**config.mk**
```make
export PLATFORM = sky130hd
export DESIGN_NAME = pm_irq_aggregator
export DESIGN_NICKNAME = d
export VERILOG_FILES = /design/src/rtl/pm_irq_pkg.sv /design/src/rtl/pm_irq_ctrl.sv /design/src/rtl/pm_irq_prio.sv /design/src/rtl/pm_irq_datapath.sv /design/src/rtl/pm_irq_aggregator.sv
export SDC_FILE = /design/constraint.sdc
export NUM_CORES = 1
export LEC_CHECK = 0
export BUFFER_PORTS_ARGS = -buffer_cell sky130_fd_sc_hd__buf_2
export CORE_UTILIZATION = 35
export CTS_CLUSTER_DIAMETER = 100
export DETAILED_ROUTE_END_ITERATION = 8
export PLACE_DENSITY_LB_ADDON = 0.25
export SYNTH_ARGS = -nofsm -noshare
export SYNTH_HDL_FRONTEND = slang
export SYNTH_SLANG_ARGS = --single-unit
```
**constraint.sdc**
```tcl
create_clock -name clk -period 2.1 [get_ports clk]
set_input_delay 0.315 -clock clk [delete_from_list [all_inputs] [get_ports clk]]
set_output_delay 0.315 -clock clk [all_outputs]
set_load 0.01 [all_outputs]
```
**src/rtl/pm_irq_pkg.sv**
```systemverilog
package pm_irq_pkg;
  // strobes from bus decode to the register datapath
  typedef struct packed {
    logic wrPend;
    logic wrEnab;
  } regStrobe_t;

  typedef enum logic [1:0] {
    RD_NONE = 2'd0,
    RD_PEND = 2'd1,
    RD_ENAB = 2'd2
  } rdSel_t;
endpackage

```
**src/rtl/pm_irq_ctrl.sv**
```systemverilog
module pm_irq_ctrl
  import pm_irq_pkg::*;
#(
  parameter int ADDR_W = 8,
  parameter logic [ADDR_W-1:0] PEND_OFS = 8'h50,
  parameter logic [ADDR_W-1:0] ENAB_OFS = 8'h54
) (
  input  logic              clk,
  input  logic              rstN,
  input  logic              busWrEn,
  input  logic [ADDR_W-1:0] busAddr,
  output regStrobe_t        strobe,
  output rdSel_t            rdSel
);
  always_comb begin
    strobe.wrPend = busWrEn && (busAddr == PEND_OFS);
    strobe.wrEnab = busWrEn && (busAddr == ENAB_OFS);
    if (busAddr == PEND_OFS)      rdSel = RD_PEND;
    else if (busAddr == ENAB_OFS) rdSel = RD_ENAB;
    else                          rdSel = RD_NONE;
  end

  AST_ONE_STROBE: assert property (@(posedge clk) disable iff (!rstN)
    $onehot0({strobe.wrPend, strobe.wrEnab}));
  AST_STROBE_NEEDS_WRITE: assert property (@(posedge clk) disable iff (!rstN)
    (strobe.wrPend || strobe.wrEnab) |-> busWrEn);
endmodule

```
**src/rtl/pm_irq_prio.sv**
```systemverilog
module pm_irq_prio #(
  parameter int NUM_SRC = 7,
  localparam int IDX_W = $clog2(NUM_SRC)
) (
  input  logic [NUM_SRC-1:0] reqVec,
  output logic               anyReq,
  output logic [IDX_W-1:0]   highIdx
);
  // ascending scan: the last hit is the highest-numbered source
  always_comb begin
    anyReq  = 1'b0;
    highIdx = '0;
    for (int i = 0; i < NUM_SRC; i++) begin
      if (reqVec[i]) begin
        anyReq  = 1'b1;
        highIdx = IDX_W'(i);
      end
    end
  end
endmodule

```
**src/rtl/pm_irq_datapath.sv**
```systemverilog
module pm_irq_datapath
  import pm_irq_pkg::*;
#(
  parameter int NUM_SRC = 7,
  parameter int DATA_W  = 32,
  localparam int IDX_W  = $clog2(NUM_SRC)
) (
  input  logic               clk,
  input  logic               rstN,
  input  regStrobe_t         strobe,
  input  rdSel_t             rdSel,
  input  logic [NUM_SRC-1:0] wrBits,
  input  logic [NUM_SRC-1:0] evtIn,
  output logic [DATA_W-1:0]  rdData,
  output logic               irqReq,
  output logic               topValid,
  output logic [IDX_W-1:0]   topIdx
);
  logic [NUM_SRC-1:0] pendQ, pendD, enabQ, activeVec;

  // a software write is applied first, then events are ORed on top
  always_comb begin
    pendD = strobe.wrPend ? wrBits : pendQ;
    pendD = pendD | evtIn;
  end

  always_ff @(posedge clk) begin
    if (!rstN) begin
      pendQ <= '0;
      enabQ <= '0;
    end else begin
      pendQ <= pendD;
      if (strobe.wrEnab) enabQ <= wrBits;
    end
  end

  assign activeVec = pendQ & enabQ;
  assign irqReq    = |activeVec;

  pm_irq_prio #(.NUM_SRC(NUM_SRC)) i_prio (
    .reqVec (activeVec),
    .anyReq (topValid),
    .highIdx(topIdx)
  );

  always_comb begin
    rdData = '0;
    case (rdSel)
      RD_PEND: rdData[NUM_SRC-1:0] = pendQ;
      RD_ENAB: rdData[NUM_SRC-1:0] = enabQ;
      default: rdData = '0;
    endcase
  end

  AST_EVENT_WINS: assert property (@(posedge clk) disable iff (!rstN)
    (evtIn != '0) |=> ((pendQ & $past(evtIn)) == $past(evtIn)));
  AST_PEND_HOLDS: assert property (@(posedge clk) disable iff (!rstN)
    (!strobe.wrPend && evtIn == '0) |=> $stable(pendQ));
  AST_ENAB_LOAD: assert property (@(posedge clk) disable iff (!rstN)
    strobe.wrEnab |=> (enabQ == $past(wrBits)));
  AST_REQ_MATCHES_STATUS: assert property (@(posedge clk) disable iff (!rstN)
    irqReq == topValid);
  AST_TOP_IS_HIGHEST: assert property (@(posedge clk) disable iff (!rstN)
    topValid |-> ((activeVec >> topIdx) == NUM_SRC'(1)));
  AST_IDX_IDLE_ZERO: assert property (@(posedge clk) disable iff (!rstN)
    !topValid |-> (topIdx == '0));
endmodule

```
**src/rtl/pm_irq_aggregator.sv**
```systemverilog
module pm_irq_aggregator
  import pm_irq_pkg::*;
#(
  parameter int NUM_SRC = 7,
  parameter int DATA_W  = 32,
  parameter int ADDR_W  = 8,
  parameter logic [ADDR_W-1:0] PEND_OFS = 8'h50,
  parameter logic [ADDR_W-1:0] ENAB_OFS = 8'h54,
  localparam int IDX_W  = $clog2(NUM_SRC)
) (
  input  logic               clk,
  input  logic               rstN,
  input  logic               busWrEn,
  input  logic [ADDR_W-1:0]  busAddr,
  input  logic [DATA_W-1:0]  busWdata,
  output logic [DATA_W-1:0]  busRdata,
  input  logic [NUM_SRC-1:0] evtIn,
  output logic               irqReq,
  output logic               topValid,
  output logic [IDX_W-1:0]   topIdx
);
  regStrobe_t strobe;
  rdSel_t     rdSel;
  logic       unusedHighBits;

  // bits above the source count have no storage
  assign unusedHighBits = ^busWdata[DATA_W-1:NUM_SRC];

  pm_irq_ctrl #(
    .ADDR_W(ADDR_W), .PEND_OFS(PEND_OFS), .ENAB_OFS(ENAB_OFS)
  ) i_ctrl (
    .clk(clk), .rstN(rstN), .busWrEn(busWrEn), .busAddr(busAddr),
    .strobe(strobe), .rdSel(rdSel)
  );

  pm_irq_datapath #(.NUM_SRC(NUM_SRC), .DATA_W(DATA_W)) i_dp (
    .clk(clk), .rstN(rstN), .strobe(strobe), .rdSel(rdSel),
    .wrBits(busWdata[NUM_SRC-1:0]), .evtIn(evtIn),
    .rdData(busRdata), .irqReq(irqReq),
    .topValid(topValid), .topIdx(topIdx)
  );
endmodule

```
# Word level (Yosys, flattened, before mapping)
# Index checks and enable logic that the tools add are counted.
[word_totals] romBits=0 regBits=14 latch_bits=0 ramBits=0 n_memories=0
[op_classes] n_lt_le_gt_ge=0 mux=17 eq_ne=4 bitwise=2 div_mod_pow=0 reduce_logical=3 shifts=0 n_addsub=0 mul=0
[ops] cell="== test 8 x 7 -> 1 bit, second input constant" n=2
[ops] cell="2-to-1 mux 3 bit" n=5
[ops] cell="one-hot mux 7 bit (2 select lines)" n=1
[ops] cell="2-to-1 mux 1 bit" n=8
[ops] cell="AND 7 bit" n=1
[ops] cell="2-to-1 mux 7 bit" n=1
[ops] cell="bitwise OR 7 bit" n=1
[ops] cell="OR reduction 7 bit" n=1
[ops] cell="2-to-1 mux 2 bit" n=2
[ops] cell="== test 2 x 1 -> 1 bit, second input constant" n=1
[ops] cell="== test 2 bit, second input constant" n=1
[ops] cell="logical AND 1 bit" n=2

# Logic depth before layout (Yosys ltp)
[depth] depth_word=8 depth_mapped=5

# By module
# A second synthesis with hierarchy kept.
[unflattened] cells_unflattened=116 area_unflattened_um2=1038.5
[by_module_without_submodules] module="pm_irq_datapath" instances=1 seq_area_each_um2=280.3 area_each_um2=915.9 cells_per_inst=99
[by_module_without_submodules] module="pm_irq_ctrl" instances=1 seq_area_each_um2=0.0 area_each_um2=63.8 cells_per_inst=8
[by_module_without_submodules] module="pm_irq_prio" instances=1 seq_area_each_um2=0.0 area_each_um2=58.8 cells_per_inst=9

# Worst setup path before layout
# OpenSTA, ideal clock, no wires.
[synth_path] path_kind="input to output" start="input busAddr[7]" end="output busRdata[0]" required_time_ps=1785 stages=4 path_slack_ps=296 path_buffers=1 arrival_ps=1489 path_cell_list="nand4bb_1 or4_2 clkbuf_1 nor2_1"
[synth_via] elab_chain_len=5
[synth_lines] element="start, declared" line_no="pm_irq_aggregator.sv:14" rtl="input logic [ADDR_W-1:0] busAddr,"
[synth_lines] element="== test 8 x 7 -> 1 bit" line_no="pm_irq_ctrl.sv:19" rtl="else if (busAddr == ENAB_OFS) rdSel = RD_ENAB;"
[synth_lines] element="2-to-1 mux 2 bit" line_no="pm_irq_ctrl.sv:19"
[synth_lines] element="2-to-1 mux 2 bit *" line_no="pm_irq_ctrl.sv:18" rtl="if (busAddr == PEND_OFS) rdSel = RD_PEND;"
[synth_lines] element="== test 2 bit or == test 2 x 1 -> 1 bit (tied branches)" line_no="pm_irq_datapath.sv:48" rtl="case (rdSel)"
[synth_lines] element="one-hot mux 7 bit (2 select lines) *" line_no="pm_irq_datapath.sv:48"
[synth_lines] element="end, declared" line_no="pm_irq_aggregator.sv:16" rtl="output logic [DATA_W-1:0] busRdata,"
# Mark *: on every way between the ends. The rest lies on a longest branch, timed or not.

# Final worst setup path
[layout_path] start="input busAddr[7]" end="output busRdata[1]"
# The elaborated chain is that of the path after synthesis.

==> impl_results.md <==
- Post-synth EDFFs: 0
- Library cell with the largest summed area after synthesis: sky130_fd_sc_hd__dfxtp_1
- Wire length on met1: 1.02 mm
- Total power divided by cell area: 494 nW/um^2
- Element type at the critical path end: output pin
- Synth async-reset ratio: 0%
- CTS tree: done
- Met2 wire length: 1.01 mm
- Delay of the slowest cell on the worst path: 700 ps
- Placeable Area: 2730 um^2
- Top flip-flop cell by instance count after synthesis: sky130_fd_sc_hd__dfxtp_1
- DP HPWL: 1.68 mm
- Status: finished clean
- Final critical delay including setup and external delays: 1920 ps
- Type of the worst min-delay path: input port to flop
- Final Net Count: 210
- Total count of max-transition violations in the final report: 0
- Worst Reg2Reg Path Length in Cells: 2
- Buffers from clock root to sink, at most: 2
- Worst hold path depth: 3
- Portion of the post-synthesis area used by sequential elements: 27.9%
- Number of routed nets with antenna violations: 0
- Gr ovfl total: 0
- DRC violation total after the first TritonRoute iteration: 31
- TritonRoute pass-1 iters: 4
- Part of the total power dissipated in the clock network: 34.1%
- Final setup TNS: 0 ps
- Quantity of hold-fixing buffers added after cts: 0
- Clock Latency Late Sink: 280 ps
- Arrival time worst endpoint: 1600 ps
- # diodes: 0
- Power share of the sequential group: 49.7%
- Number of global-route vias before repair: 767
- Width of the die: 55.6 um
- Endpoints failing setup: 0
- Total die area: 3090 um^2
- Final hold vios: 0
- Cell-by-cell trace of the critical path: buf_2, nand4bb_1, or4_2, nor2_1, buf_2
- Kind of cell with the highest combined delay on the critical path: simple AND/OR/NAND/NOR gates
- Cell depth of the worst setup path: 5
- Number of distinct library cells after synthesis: 26
- Post-synthesis to final-layout area growth: 14.8%
- Required time reported for the critical path endpoint: 1780 ps
- Clock tree skew after final layout: 0 ps
- Leakage power total: 0.565 nW
- Largest cells by area after synthesis: sky130_fd_sc_hd__dfxtp_1 28%, sky130_fd_sc_hd__buf_4 19%, sky130_fd_sc_hd__mux2i_1 7.0%
- Highest Signal Layer: met4
- Fill cells: 277
- Met3 layer wire length in the routed design: 149 um
- Most frequent cell on the critical path: sky130_fd_sc_hd__buf_2
- Rows: 19
- Post-Synthesis Cell Area: 1000 um^2
- Switching share of power: 27.0%
- Share of Yosys cell area claimed by the top area cell type: 27.9%
- Maximum VDD drop: 0.282 mV
- Number of antenna violations at the first check in global routing: 0
- Post-CTS Setup Inserts: 0
- First-pass GRT wire length: 3.39 mm
- Cell internal pwr: 0.416 mW
- Final clock period utilization by the worst path: 91.3%
- Number of primary I/O pins: 87
- Max Fanout on Critical Path: 7
- Initial core utilization: 36.8%
- Vias per cell: 4.90
- Die H: 55.6 um
- Number of max-capacitance violations reported: 0
- Cell with the biggest individual delay on the critical path: sky130_fd_sc_hd__or4_2
- Largest net degree at the start of global routing: 16
- Cell types with the highest counts after synthesis: 25 x sky130_fd_sc_hd__buf_4, 14 x sky130_fd_sc_hd__dfxtp_1, 14 x sky130_fd_sc_hd__nor2_1
- Total net switching power: 0.154 mW
- Fraction of final layout cells sized beyond drive strength 1: 35.8%
- Residual DRC: 0
- Total clock buffers created by CTS: 3
- Number of cells produced by synthesis: 122
- Final standard cell count with taps included and fillers excluded: 190
- Detailed Route WL: 2.18 mm
- Finished Cell Area: 1150 um^2
- Area of placed instances: 1120 um^2
- Worst hold slack: 286 ps
- Crit Path Class: input port to output pin
- Most frequent cell after synthesis: sky130_fd_sc_hd__buf_4
- Per-instance average area after synthesis: 8.24 um^2
- Register bit count reported by yosys: 14
- CTS sink cnt: 14
- Max H-tree Level: 1
- Crit path buf inv count: 2
- Combinational group share of total power: 16.2%
- CP startpoint kind: input port
- Inst Count DP: 186
- Post-CTS Resized: 0
- Yosys warns: 0
- Final weighted congestion in routability-driven placement: 0.731
- Wire length per cell: 11.5 um
- Cell at the root of the clock tree: sky130_fd_sc_hd__clkbuf_4
- Clock transition at path regs: 90 ps
- RSZ-0062 raised after global routing: false
- Maximum clock rate: 0.522 GHz
- Overall Global Routing Usage: 13.9%
- Via Count: 931
- Count of input and output buffers: 36
==> cell type report <==
class	instances	area [um^2]	share of cell area, %
Multi-Input combinational cell	101	596	51.6
Sequential cell	14	280	24.3
Timing Repair Buffer	38	195	16.9
Tap cell	31	38.8	3.36
Clock buffer	4	36.3	3.15
Inverter	2	7.51	0.651
==> layout by cell type, fill, tap and decap left out, drive strengths merged <==
| cell type | instances |
|---|---|
| a21boi | 1 |
| nand3 | 8 |
| a32o | 1 |
| or4 | 1 |
| nor3 | 7 |
| or4b | 1 |
| o21ai | 8 |
| dfxtp | 14 |
| nand4b | 2 |
| nand2 | 14 |
| mux2i | 7 |
| buf | 38 |
| a22oi | 2 |
| clkbuf | 4 |
| conb | 25 |
| a221oi | 7 |
| inv | 2 |
| nor2 | 15 |
| nand4bb | 1 |
| or3 | 1 |
==> through the flow <==
step | power, mW | utilization [%] | setup WS [ps]
6_report | 0.570 | 42.2 | 183
3_5_place_dp | 0.381 | 40.9 | 175
3_3_place_gp | 0.379 | 40.9 | 188
2_1_floorplan | 0.378 | - | 296
5_1_grt | 0.599 | 42.2 | 126
4_1_cts | 0.577 | 42.2 | 176
==> worst reg2reg max path, delay by kind of cell, from the launching register on <==
| family | cells | cell delay, ps |
|---|---|---|
| flip-flops | 1 | 390 |
| AND/OR/NAND/NOR | 1 | 60 |
| AO/OA/AOI/OAI | 1 | 270 |
==> worst paths after layout <==
path | from | slack (ps) | to
worst min-delay path | busWdata[5] | 290 | i_dp.enabQ[5]
worst max-delay path | busAddr[7] | 180 | busRdata[1]
worst min register to register | i_dp.enabQ[5] | 470 | i_dp.enabQ[5]
worst max register to register | i_dp.pendQ[1] | 1290 | i_dp.pendQ[1]
==> layer usage <==
layer | GRT usage [%] | vias up
met1 | 18.7 | 424
met5 | 0 | -
met3 | 2.56 | 2
met2 | 22.2 | 44
li1 | - | 461
met4 | 5.36 | 0
==> power groups by stage <==
stage / Sequential (mW) / Combinational (mW) / Clock (mW)
5_1_grt: 0.285 / 0.102 / 0.212
6_report: 0.283 / 0.0924 / 0.194
4_1_cts: 0.283 / 0.0914 / 0.202
2_1_floorplan: 0.288 / 0.0908 / 0
3_5_place_dp: 0.290 / 0.0913 / 0
3_3_place_gp: 0.289 / 0.0897 / 0
==> sequential cells by signal (all words and copies together), names as in the netlist <==
signal      cells
i_dp.enabQ      7
i_dp.pendQ      7
==> kinds of logic after synthesis <==
logic type	after synthesis	share of synthesized area [%]
multiplexers	7	6.97
AND/OR/NAND/NOR	50	27.0
flip-flops	14	27.9
other	1	0.373
buffers and inverters	31	21.8
AO/OA/AOI/OAI	19	15.9
No activity file was read; power rests on OpenSTA's default activity.
